<file path="config.mk">
export PLATFORM = sky130hd
export DESIGN_NAME = perctl_top
export DESIGN_NICKNAME = d
export VERILOG_FILES = /design/src/rtl/perctl_pkg.sv /design/src/rtl/perctl_decode.sv /design/src/rtl/perctl_keyregs.sv /design/src/rtl/perctl_sticky.sv /design/src/rtl/perctl_cfgregs.sv /design/src/rtl/perctl_top.sv
export SDC_FILE = /design/constraint.sdc
export NUM_CORES = 1
export LEC_CHECK = 0
export BUFFER_PORTS_ARGS = -buffer_cell sky130_fd_sc_hd__buf_2
export CAP_MARGIN = 20
export CORE_MARGIN = 2
export CORE_UTILIZATION = 32
export DETAILED_ROUTE_END_ITERATION = 16
export GPL_TIMING_DRIVEN = 0
export HOLD_SLACK_MARGIN = 0.12
export PLACE_DENSITY = 0.83
export SYNTH_ARGS = -nofsm -noshare
export SYNTH_HDL_FRONTEND = slang
export SYNTH_SLANG_ARGS = --single-unit
</file>
<file path="constraint.sdc">
create_clock -name clk -period 1.4 [get_ports clk]
set_clock_uncertainty 0.05 [all_clocks]
set_input_delay 0.07 -clock clk [delete_from_list [all_inputs] [get_ports clk]]
set_output_delay 0.07 -clock clk [all_outputs]
set_load 0.02 [all_outputs]
</file>
<file path="src/rtl/perctl_pkg.sv">
package perctl_pkg;

    localparam int DATA_W     = 32;
    localparam int KEY_LSB    = 24;
    localparam int KEY_W      = 8;
    localparam int STICKY_BIT = 16;

    localparam logic [KEY_W-1:0] PWR_KEY = 8'h26;
    localparam logic [KEY_W-1:0] RST_KEY = 8'hB1;

    typedef enum logic [2:0] {
        SEL_PWR  = 3'd0,
        SEL_RST  = 3'd1,
        SEL_STAT = 3'd2,
        SEL_CLK  = 3'd3,
        SEL_AUTO = 3'd4,
        SEL_CTL  = 3'd5,
        SEL_RDY  = 3'd6,
        SEL_NONE = 3'd7
    } reg_sel_e;

    typedef struct packed {
        logic pwr_wr;
        logic pwr_val;
        logic rst_assert;
        logic rst_clear;
        logic clk_wr;
        logic clk_ovr;
        logic clk_stop;
        logic auto_wr;
        logic auto_val;
        logic ctl_wr;
        logic ctl_val;
    } wr_cmd_t;

    function automatic logic key_match(input logic [DATA_W-1:0] word,
                                       input logic [KEY_W-1:0]  key);
        return word[KEY_LSB +: KEY_W] == key;
    endfunction

endpackage

</file>
<file path="src/rtl/perctl_decode.sv">
module perctl_decode
    import perctl_pkg::*;
#(
    parameter int ADDR_W = 3
) (
    input  logic [ADDR_W-1:0] addr,
    input  logic [DATA_W-1:0] wdata,
    input  logic              we,
    output reg_sel_e          sel,
    output wr_cmd_t           cmd
);
    localparam int LAST_OFS = 6;

    always_comb begin
        if (addr <= ADDR_W'(LAST_OFS)) sel = reg_sel_e'(addr[2:0]);
        else                           sel = SEL_NONE;
    end

    always_comb begin
        cmd            = '0;
        cmd.pwr_val    = wdata[0];
        cmd.clk_ovr    = wdata[0];
        cmd.clk_stop   = wdata[1];
        cmd.auto_val   = wdata[0];
        cmd.ctl_val    = wdata[0];
        if (we) begin
            unique case (sel)
                SEL_PWR:  cmd.pwr_wr = key_match(wdata, PWR_KEY);
                SEL_RST: begin
                    cmd.rst_assert = key_match(wdata, RST_KEY) & wdata[0];
                    cmd.rst_clear  = key_match(wdata, RST_KEY) & wdata[1];
                end
                SEL_CLK:  cmd.clk_wr  = 1'b1;
                SEL_AUTO: cmd.auto_wr = 1'b1;
                SEL_CTL:  cmd.ctl_wr  = 1'b1;
                default: ;
            endcase
        end
    end
endmodule

</file>
<file path="src/rtl/perctl_keyregs.sv">
module perctl_keyregs
    import perctl_pkg::*;
(
    input  logic    clk,
    input  logic    rst,
    input  wr_cmd_t cmd,
    output logic    pwr_en,
    output logic    rst_pulse
);
    always_ff @(posedge clk) begin
        if (rst) begin
            pwr_en    <= 1'b0;
            rst_pulse <= 1'b0;
        end else begin
            if (cmd.pwr_wr) pwr_en <= cmd.pwr_val;
            rst_pulse <= cmd.rst_assert;
        end
    end
endmodule

</file>
<file path="src/rtl/perctl_sticky.sv">
module perctl_sticky (
    input  logic clk,
    input  logic rst,
    input  logic set_i,
    input  logic clr_i,
    output logic flag
);
    always_ff @(posedge clk) begin
        if (rst)        flag <= 1'b0;
        else if (set_i) flag <= 1'b1;
        else if (clr_i) flag <= 1'b0;
    end
endmodule

</file>
<file path="src/rtl/perctl_cfgregs.sv">
module perctl_cfgregs
    import perctl_pkg::*;
(
    input  logic    clk,
    input  logic    rst,
    input  wr_cmd_t cmd,
    input  logic    rst_pulse,
    output logic    clk_ovr,
    output logic    clk_stop,
    output logic    auto_off,
    output logic    ctl_on
);
    always_ff @(posedge clk) begin
        if (rst) begin
            clk_ovr  <= 1'b0;
            clk_stop <= 1'b0;
            auto_off <= 1'b1;
            ctl_on   <= 1'b0;
        end else begin
            if (cmd.clk_wr) begin
                clk_ovr  <= cmd.clk_ovr;
                clk_stop <= cmd.clk_stop;
            end
            if (cmd.auto_wr) auto_off <= cmd.auto_val;
            if (rst_pulse)       ctl_on <= 1'b0;
            else if (cmd.ctl_wr) ctl_on <= cmd.ctl_val;
        end
    end
endmodule

</file>
<file path="src/rtl/perctl_top.sv">
module perctl_top
    import perctl_pkg::*;
#(
    parameter int ADDR_W = 3
) (
    input  logic              clk,
    input  logic              rst,
    input  logic [ADDR_W-1:0] bus_addr,
    input  logic [31:0]       bus_wdata,
    input  logic              bus_we,
    input  logic              bus_re,
    output logic [31:0]       bus_rdata,
    input  logic              periph_idle,
    input  logic              periph_auto_stop,
    input  logic              periph_ready,
    output logic              periph_rst_pulse,
    output logic              periph_on,
    output logic              clk_stop_req,
    output logic              enable_req
);
    reg_sel_e sel;
    wr_cmd_t  cmd;
    logic     pwr_en_q, sticky_q, clk_ovr_q, clk_stop_q, auto_off_q, ctl_on_q;
    logic [DATA_W-1:0] rd_word;

    perctl_decode #(.ADDR_W(ADDR_W)) dec_i (
        .addr(bus_addr), .wdata(bus_wdata), .we(bus_we), .sel(sel), .cmd(cmd)
    );

    perctl_keyregs key_i (
        .clk(clk), .rst(rst), .cmd(cmd),
        .pwr_en(pwr_en_q), .rst_pulse(periph_rst_pulse)
    );

    perctl_sticky stk_i (
        .clk(clk), .rst(rst), .set_i(periph_rst_pulse),
        .clr_i(cmd.rst_clear), .flag(sticky_q)
    );

    perctl_cfgregs cfg_i (
        .clk(clk), .rst(rst), .cmd(cmd), .rst_pulse(periph_rst_pulse),
        .clk_ovr(clk_ovr_q), .clk_stop(clk_stop_q),
        .auto_off(auto_off_q), .ctl_on(ctl_on_q)
    );

    assign periph_on    = ctl_on_q;
    assign clk_stop_req = clk_ovr_q ? clk_stop_q : periph_auto_stop;
    assign enable_req   = pwr_en_q & (~auto_off_q | ~periph_idle);

    always_comb begin
        rd_word = '0;
        unique case (sel)
            SEL_PWR:  rd_word[0] = pwr_en_q;
            SEL_STAT: rd_word[STICKY_BIT] = sticky_q;
            SEL_CLK:  rd_word[1:0] = {clk_stop_q, clk_ovr_q};
            SEL_AUTO: rd_word[0] = auto_off_q;
            SEL_CTL:  rd_word[0] = ctl_on_q;
            SEL_RDY:  rd_word[0] = periph_ready;
            default:  rd_word = '0;
        endcase
    end

    assign bus_rdata = bus_re ? rd_word : '0;
endmodule

</file>
==> impl_metrics.csv, run 1 <==
group,metric,value,unit
job,cap_violations,0,
setup_path,crit_family,"buffers and inverters",
floorplanning,initial_core_util,33.33,%
setup_path,reg2reg_setup_slack,0.46,ns
timing,hold_violations,0,
grt,grt_pass1_wl,2.484,mm
detailed_routing,drt_iter0_markers,4,
timing,fmax,756.5,MHz
timing,finalSetupViolations,0,
logic_synthesis,yosysTopAreaCellShare,33.98,%
min_path,whs_endpoint,"stk_i.flag$_SDFFE_PP0P_",
setup_path,rr_worst_depth,2,
setup_path,cp_slowest_stage_delay,0.58,ns
power_and_ir_drop,leakage,0.5833,nW
logic_synthesis,synthFlopType,"dfxtp_1",
setup_path,crit_type,"input pin to flop",
timing,fin_hold_ws,0.1286,ns
detailed_routing,vias_per_cell,3.983,
setup_path,cpMaxStageDelayCell,"dlygate4sd3_1",
clock_network,post_cts_buffers,0,
timing,min_period_over_period,94.43,%
logic_synthesis,yosys-top-cells-area,"buf_4, dfxtp_1, mux2i_1",
setup_path,critPathMaxFanout,6,
timing,rsz0062_at_grt,"false",
min_path,holdPathStages,3,
floorplanning,num_rows,16,
final_layout,layout-drive-gt1-share,44.14,%
final_layout,nets,188,
grt,overflow,0,
detailed_routing,drc,0,
placement,placed_cell_area,909.6,um2
clock_network,htreeDepth,1,
final_layout,regArea,140.1,um2
final_layout,final_area,1042,um2
floorplanning,die_h,48.74,um
setup_path,arrival,1.43,ns
logic_synthesis,synth_top_cell_by_area,"buf_4",
placement,dpl_worst_slack,0.1970,ns
placement,gp_congestion,0.7145,
floorplanning,die_w,48.74,um
power_and_ir_drop,peakVddDrop,269.3,uV
detailed_routing,dr.pass1.iters,4,
setup_path,crit_path_cell_trace,"buf_2 > nor4b_2 > nand2_1 > dlygate4sd3_1 > nor4_1",
clock_network,worstSkewPairLatency,0.25,ns
placement,numPortBuffers,26,
placement,place_hpwl,1.243,mm
logic_synthesis,ys_seq_elements,7,
final_layout,area_delta_synth_final,62.70,%
detailed_routing,final_antenna_net_count,0,
logic_synthesis,syn_inst,77,
final_layout,fillers,190,
timing,setup_ws,0.07804,ns
setup_path,r2r_end,"stk_i.flag$_SDFFE_PP0P_",
setup_path,endpoint_kind,"flop",
clock_network,cts_tree,"yes",
clock_network,path_clk_slew,0.05,ns
logic_synthesis,post-synth-top-count-cell,"buf_4",
clock_network,root_buffer,"clkbuf_4",
grt,grt_usage,13.36,%
final_layout,diodes,0,
detailed_routing,vias,685,
logic_synthesis,synth_cell_type_count,27,
timing,period_needed,1.322,ns
final_layout,finish.utilization,54.23,%
power_and_ir_drop,powerDensity,591.3,nW/um2
logic_synthesis,synth_area,640.6,um2
logic_synthesis,async_reset_ff_share,0,%
detailed_routing,avgRoutedWirePerCell,9.215,um
grt,antenna_found_initial,0,
logic_synthesis,yosys_warnings,0,
min_path,hp-class,"input pin to flop",
logic_synthesis,syn_avg_cell_area,8.320,um2
setup_path,startpoint_type,"input pin",
logic_synthesis,synth_common_cells,"buf_4, dfxtp_1, mux2i_1, nor2_1, nand2_1",
floorplanning,core_area,1922,um2
setup_path,cp_num_buf_inv,2,
timing,fin_tns_setup,0,ns
grt,grt_pass1_vias,611,
clock_network,clock-sinks,7,
floorplanning,io_pins,78,
final_layout,multi_input_area,394.1,um2
outcome,status,"finished, final reports clean",
detailed_routing,drt-total-wl,1.585,mm
setup_path,critPathRequiredTime,1.51,ns
timing,drv_slew,0,
setup_path,timing.rr.start,"key_i.rst_pulse$_SDFF_PP0_",
floorplanning,dieArea,2376,um2
min_path,worstHoldStart,"bus_wdata[25]",
clock_network,cts_buffers,3,
logic_synthesis,synth-edff-count,0,
logic_synthesis,synth_seq_area_share,21.87,%
clock_network,clock_path_buffers,2,
grt,grt_max_degree,9,
==> what timing repair did <==
| action | in CTS | in global routing |
|---|---|---|
| hold buffers | 11 | 0 |
| gates resized for setup | 0 | 2 |
| endpoints found under the hold margin | 7 | 0 |
| endpoints found under the setup margin | 0 | 2 |
==> how the worst max path moves through the flow <==
stage | startpoint | to | slack (ns) | cells after the start
floorplan | bus_wdata[25] | stk_i.flag$_SDFFE_PP0P_ | 0.34 | 2
global placement | bus_addr[2] | stk_i.flag$_SDFFE_PP0P_ | 0.21 | 4
detailed placement | bus_wdata[25] | stk_i.flag$_SDFFE_PP0P_ | 0.20 | 3
CTS | bus_wdata[31] | key_i.pwr_en$_SDFFE_PP0P_ | 0.05 | 6
global route | bus_addr[2] | key_i.rst_pulse$_SDFF_PP0_ | 0.02 | 5
finish | bus_addr[2] | key_i.rst_pulse$_SDFF_PP0_ | 0.08 | 5
==> final cells by class <==
type / instances / area share, %
Timing Repair Buffer: 36 / 22.09
Tap cell: 27 / 3.241
Sequential cell: 7 / 13.45
Buffer: 29 / 20.89
Clock buffer: 4 / 2.521
Multi-Input combinational cell: 69 / 37.82
==> power by group <==
group          total (mW)  internal (mW)  switching (mW)  leakage (nW)
registers           0.204          0.202         0.00183        0.0566
logic               0.234          0.109           0.125         0.512
clock network       0.178          0.108          0.0695        0.0150
total               0.616          0.420           0.196         0.583
==> worst register-to-register path, stage by stage, from the launching register on <==
cell and delay (ns):
dfxtp_1 0.33, nand2b_1 0.14, o41a_1 0.29
==> stage by stage <==
stage / total power, mW / instances
detailed placement: 0.4147 / 158
global route: 0.6493 / 172
CTS: 0.6158 / 173
global placement: 0.4125 / 158
floorplan: 0.3686 / 105
finish: 0.6163 / 172
==> registers in the layout (all words and copies together) (netlist names) <==
register and flops:
cfg_i.auto_off 1, stk_i.flag 1, key_i.pwr_en 1, cfg_i.clk_stop 1, key_i.rst_pulse 1, cfg_i.clk_ovr 1
cfg_i.ctl_on 1
==> layout by cell type, fill, tap and decap left out, drive strengths merged <==
master / count
and3: 2
and2b: 2
nand4b: 1
buf: 55
dfxtp: 7
or3b: 1
nor2b: 1
clkbuf: 4
nor4: 2
mux2i: 5
mux2: 1
o21ai: 1
dlygate4sd3: 10
o31ai: 1
nand2b: 3
nor2: 5
nor3: 1
conb: 29
o41a: 1
a31oi: 1
nor4b: 1
o211ai: 1
nand2: 4
and4b: 1
a21boi: 1
and4: 1
nand3: 3
==> per-layer routing <==
metal  vias up  GRT usage [%]  share of wire (%)
li1        349              -                  -
met1       294          13.64                 37
met2        38          22.37                 51
met3         4          6.173                 11
met4         0          7.619                1.2
met5         -              0                  0
==> cells by family after synthesis <==
group | count (synthesis) | synth area share (%)
buffers and inverters | 29 | 33.98
and+or+nand+nor | 28 | 26.95
DFF | 7 | 21.87
AOI/OAI and AO/OA | 6 | 7.032
muxes | 6 | 9.570
other | 1 | 0.5854
Note: power is estimated with default switching activity, not from simulation.
==> run 2: changes to the inputs <==
--- a/config.mk
+++ b/config.mk
@@ -5,7 +5,7 @@
 export SDC_FILE = /design/constraint.sdc
 export NUM_CORES = 1
 export LEC_CHECK = 0
-export BUFFER_PORTS_ARGS = -buffer_cell sky130_fd_sc_hd__buf_2
+export BUFFER_PORTS_ARGS = -buffer_cell sky130_fd_sc_hd__clkbuf_2
 export CAP_MARGIN = 20
 export CORE_MARGIN = 2
 export CORE_UTILIZATION = 32
==> constraint.sdc (replaced) <==
create_clock -name clk -period 1.4 [get_ports clk]
set_clock_uncertainty 0.05 [all_clocks]
set_input_delay 0.07 -clock clk [delete_from_list [all_inputs] [get_ports clk]]
set_output_delay 0.07 -clock clk [all_outputs]
set_load 0.1 [all_outputs]
==> run 2 against run 1 <==
Compared with the run above: critical path depth is 3 lower; worst setup slack worse by 0.040 ns; largest cell class unchanged; worst hold slack worse by 0.040 ns; non-clock buffer count is 1 lower; maximum frequency is 2.9% lower; clock-buffer cell count stayed put.
==> impl_metrics.csv, run 2 (same netlist as run 1, synthesis figures left out) <==
group,metric,value,unit
outcome,status,"finished, final reports clean",
grt,grt_pass1_wl,2.352,mm
detailed_routing,vias,662,
grt,grt_usage,12.64,%
floorplanning,core_area,1922,um2
timing,fin_tns_setup,0,ns
setup_path,crit_type,"flop to output pin",
placement,gp_congestion,0.8207,
detailed_routing,vias_per_cell,3.871,
floorplanning,die_h,48.74,um
floorplanning,io_pins,78,
detailed_routing,avgRoutedWirePerCell,8.643,um
clock_network,clock-sinks,7,
placement,dp.cells,158,
floorplanning,dieArea,2376,um2
clock_network,clock_path_buffers,2,
floorplanning,die_w,48.74,um
setup_path,startpoint_type,"flop",
timing,setup_ws,0.03830,ns
floorplanning,initial_core_util,33.33,%
placement,numPortBuffers,26,
timing,drv_slew,0,
final_layout,layout-drive-gt1-share,46.53,%
detailed_routing,drc,0,
timing,fmax,734.4,MHz
power_and_ir_drop,powerDensity,861.6,nW/um2
final_layout,finish.utilization,55.73,%
detailed_routing,drt_iter0_markers,3,
clock_network,htreeDepth,1,
setup_path,critPathRequiredTime,1.28,ns
floorplanning,num_rows,16,
timing,tightest_slew,0.5473,ns
detailed_routing,drt-total-wl,1.478,mm
timing,hold_violations,0,
clock_network,worstSkewPairLatency,0.25,ns
final_layout,final_area,1071,um2
timing,fin_hold_ws,0.08832,ns
final_layout,diodes,0,
setup_path,critPathMaxFanout,3,
detailed_routing,dr.pass1.iters,2,
timing,period_needed,1.362,ns
final_layout,nets,187,
grt,overflow,0,
setup_path,endpoint_kind,"output pin",
detailed_routing,final_antenna_net_count,0,
job,cap_violations,0,
clock_network,cts_tree,"yes",
placement,place_hpwl,1.178,mm
timing,finalSetupViolations,0,
final_layout,area_delta_synth_final,67.19,%
clock_network,path_clk_slew,0.05,ns
placement,dpl_worst_slack,0.05697,ns
grt,grt_pass1_vias,576,
final_layout,final_cell_count_no_fill,171,
grt,antenna_found_initial,0,
final_layout,most-common-layout-cells,"buf_4, conb_1, clkbuf_2",
clock_network,root_buffer,"clkbuf_4",
power_and_ir_drop,leakage,0.5903,nW
timing,slew_headroom,63.67,%
power_and_ir_drop,peakVddDrop,552.7,uV
placement,placed_cell_area,919.6,um2
grt,grt_max_degree,9,
clock_network,cts_buffers,3,
min_path,hp-class,"input pin to flop",
timing,min_period_over_period,97.26,%
power_and_ir_drop,p_total,0.9228,mW
timing,rsz0062_at_grt,"true",
setup_path,arrival,1.24,ns
run 2: cell types whose count changed in the layout (fill, tap and decap cells not counted), sizes merged:
cell | before | now
buf | 55 | 29
clkbuf | 4 | 29
run 2: critical path, cell delays in order (launching register included):
cell	delay (ns)
dfxtp_1	0.36
a21boi_2	0.17
clkbuf_2	0.47
run 2: final timing paths:
path / slack [ns] / to / cells past startpoint / from
min reg2reg: 0.42 / cfg_i.ctl_on$_SDFFE_PP0P_ / 1 / key_i.rst_pulse$_SDFF_PP0_
min: 0.09 / key_i.pwr_en$_SDFFE_PP0P_ / 3 / bus_wdata[24]
max: 0.04 / enable_req / 2 / key_i.pwr_en$_SDFFE_PP0P_
max reg2reg: 0.19 / cfg_i.clk_ovr$_SDFFE_PP0P_ / 3 / cfg_i.clk_ovr$_SDFFE_PP0P_
run 2: timing repair:
item                                    CTS  global route
endpoints found under the setup margin    2             3
setup buffers                             0             0
hold buffers                              6             4
resized for setup                         4             3
endpoints found under the hold margin     7             2
run 2: layout make-up:
type                       instances  area, um2
fill                             190      850.8
buffer                            29      217.7
clock buffer                       4      26.28
multi-input combinational         69      402.9
timing repair buffer              35      247.7
tap                               27      33.78
sequential                         7      142.6
run 2: metal layers:
layer	wire (um)	global-route usage (%)
met2	715	22.37
met3	206	5.864
met4	0	7.143
met5	0	0
met1	556	11.91
run 2: where the power goes:
group	internal, mW	switching, mW	total [mW]	leakage [nW]
Sequential	0.202	0.00201	0.204	0.0566
Clock	0.109	0.0750	0.184	0.0150
Combinational	0.118	0.417	0.535	0.519
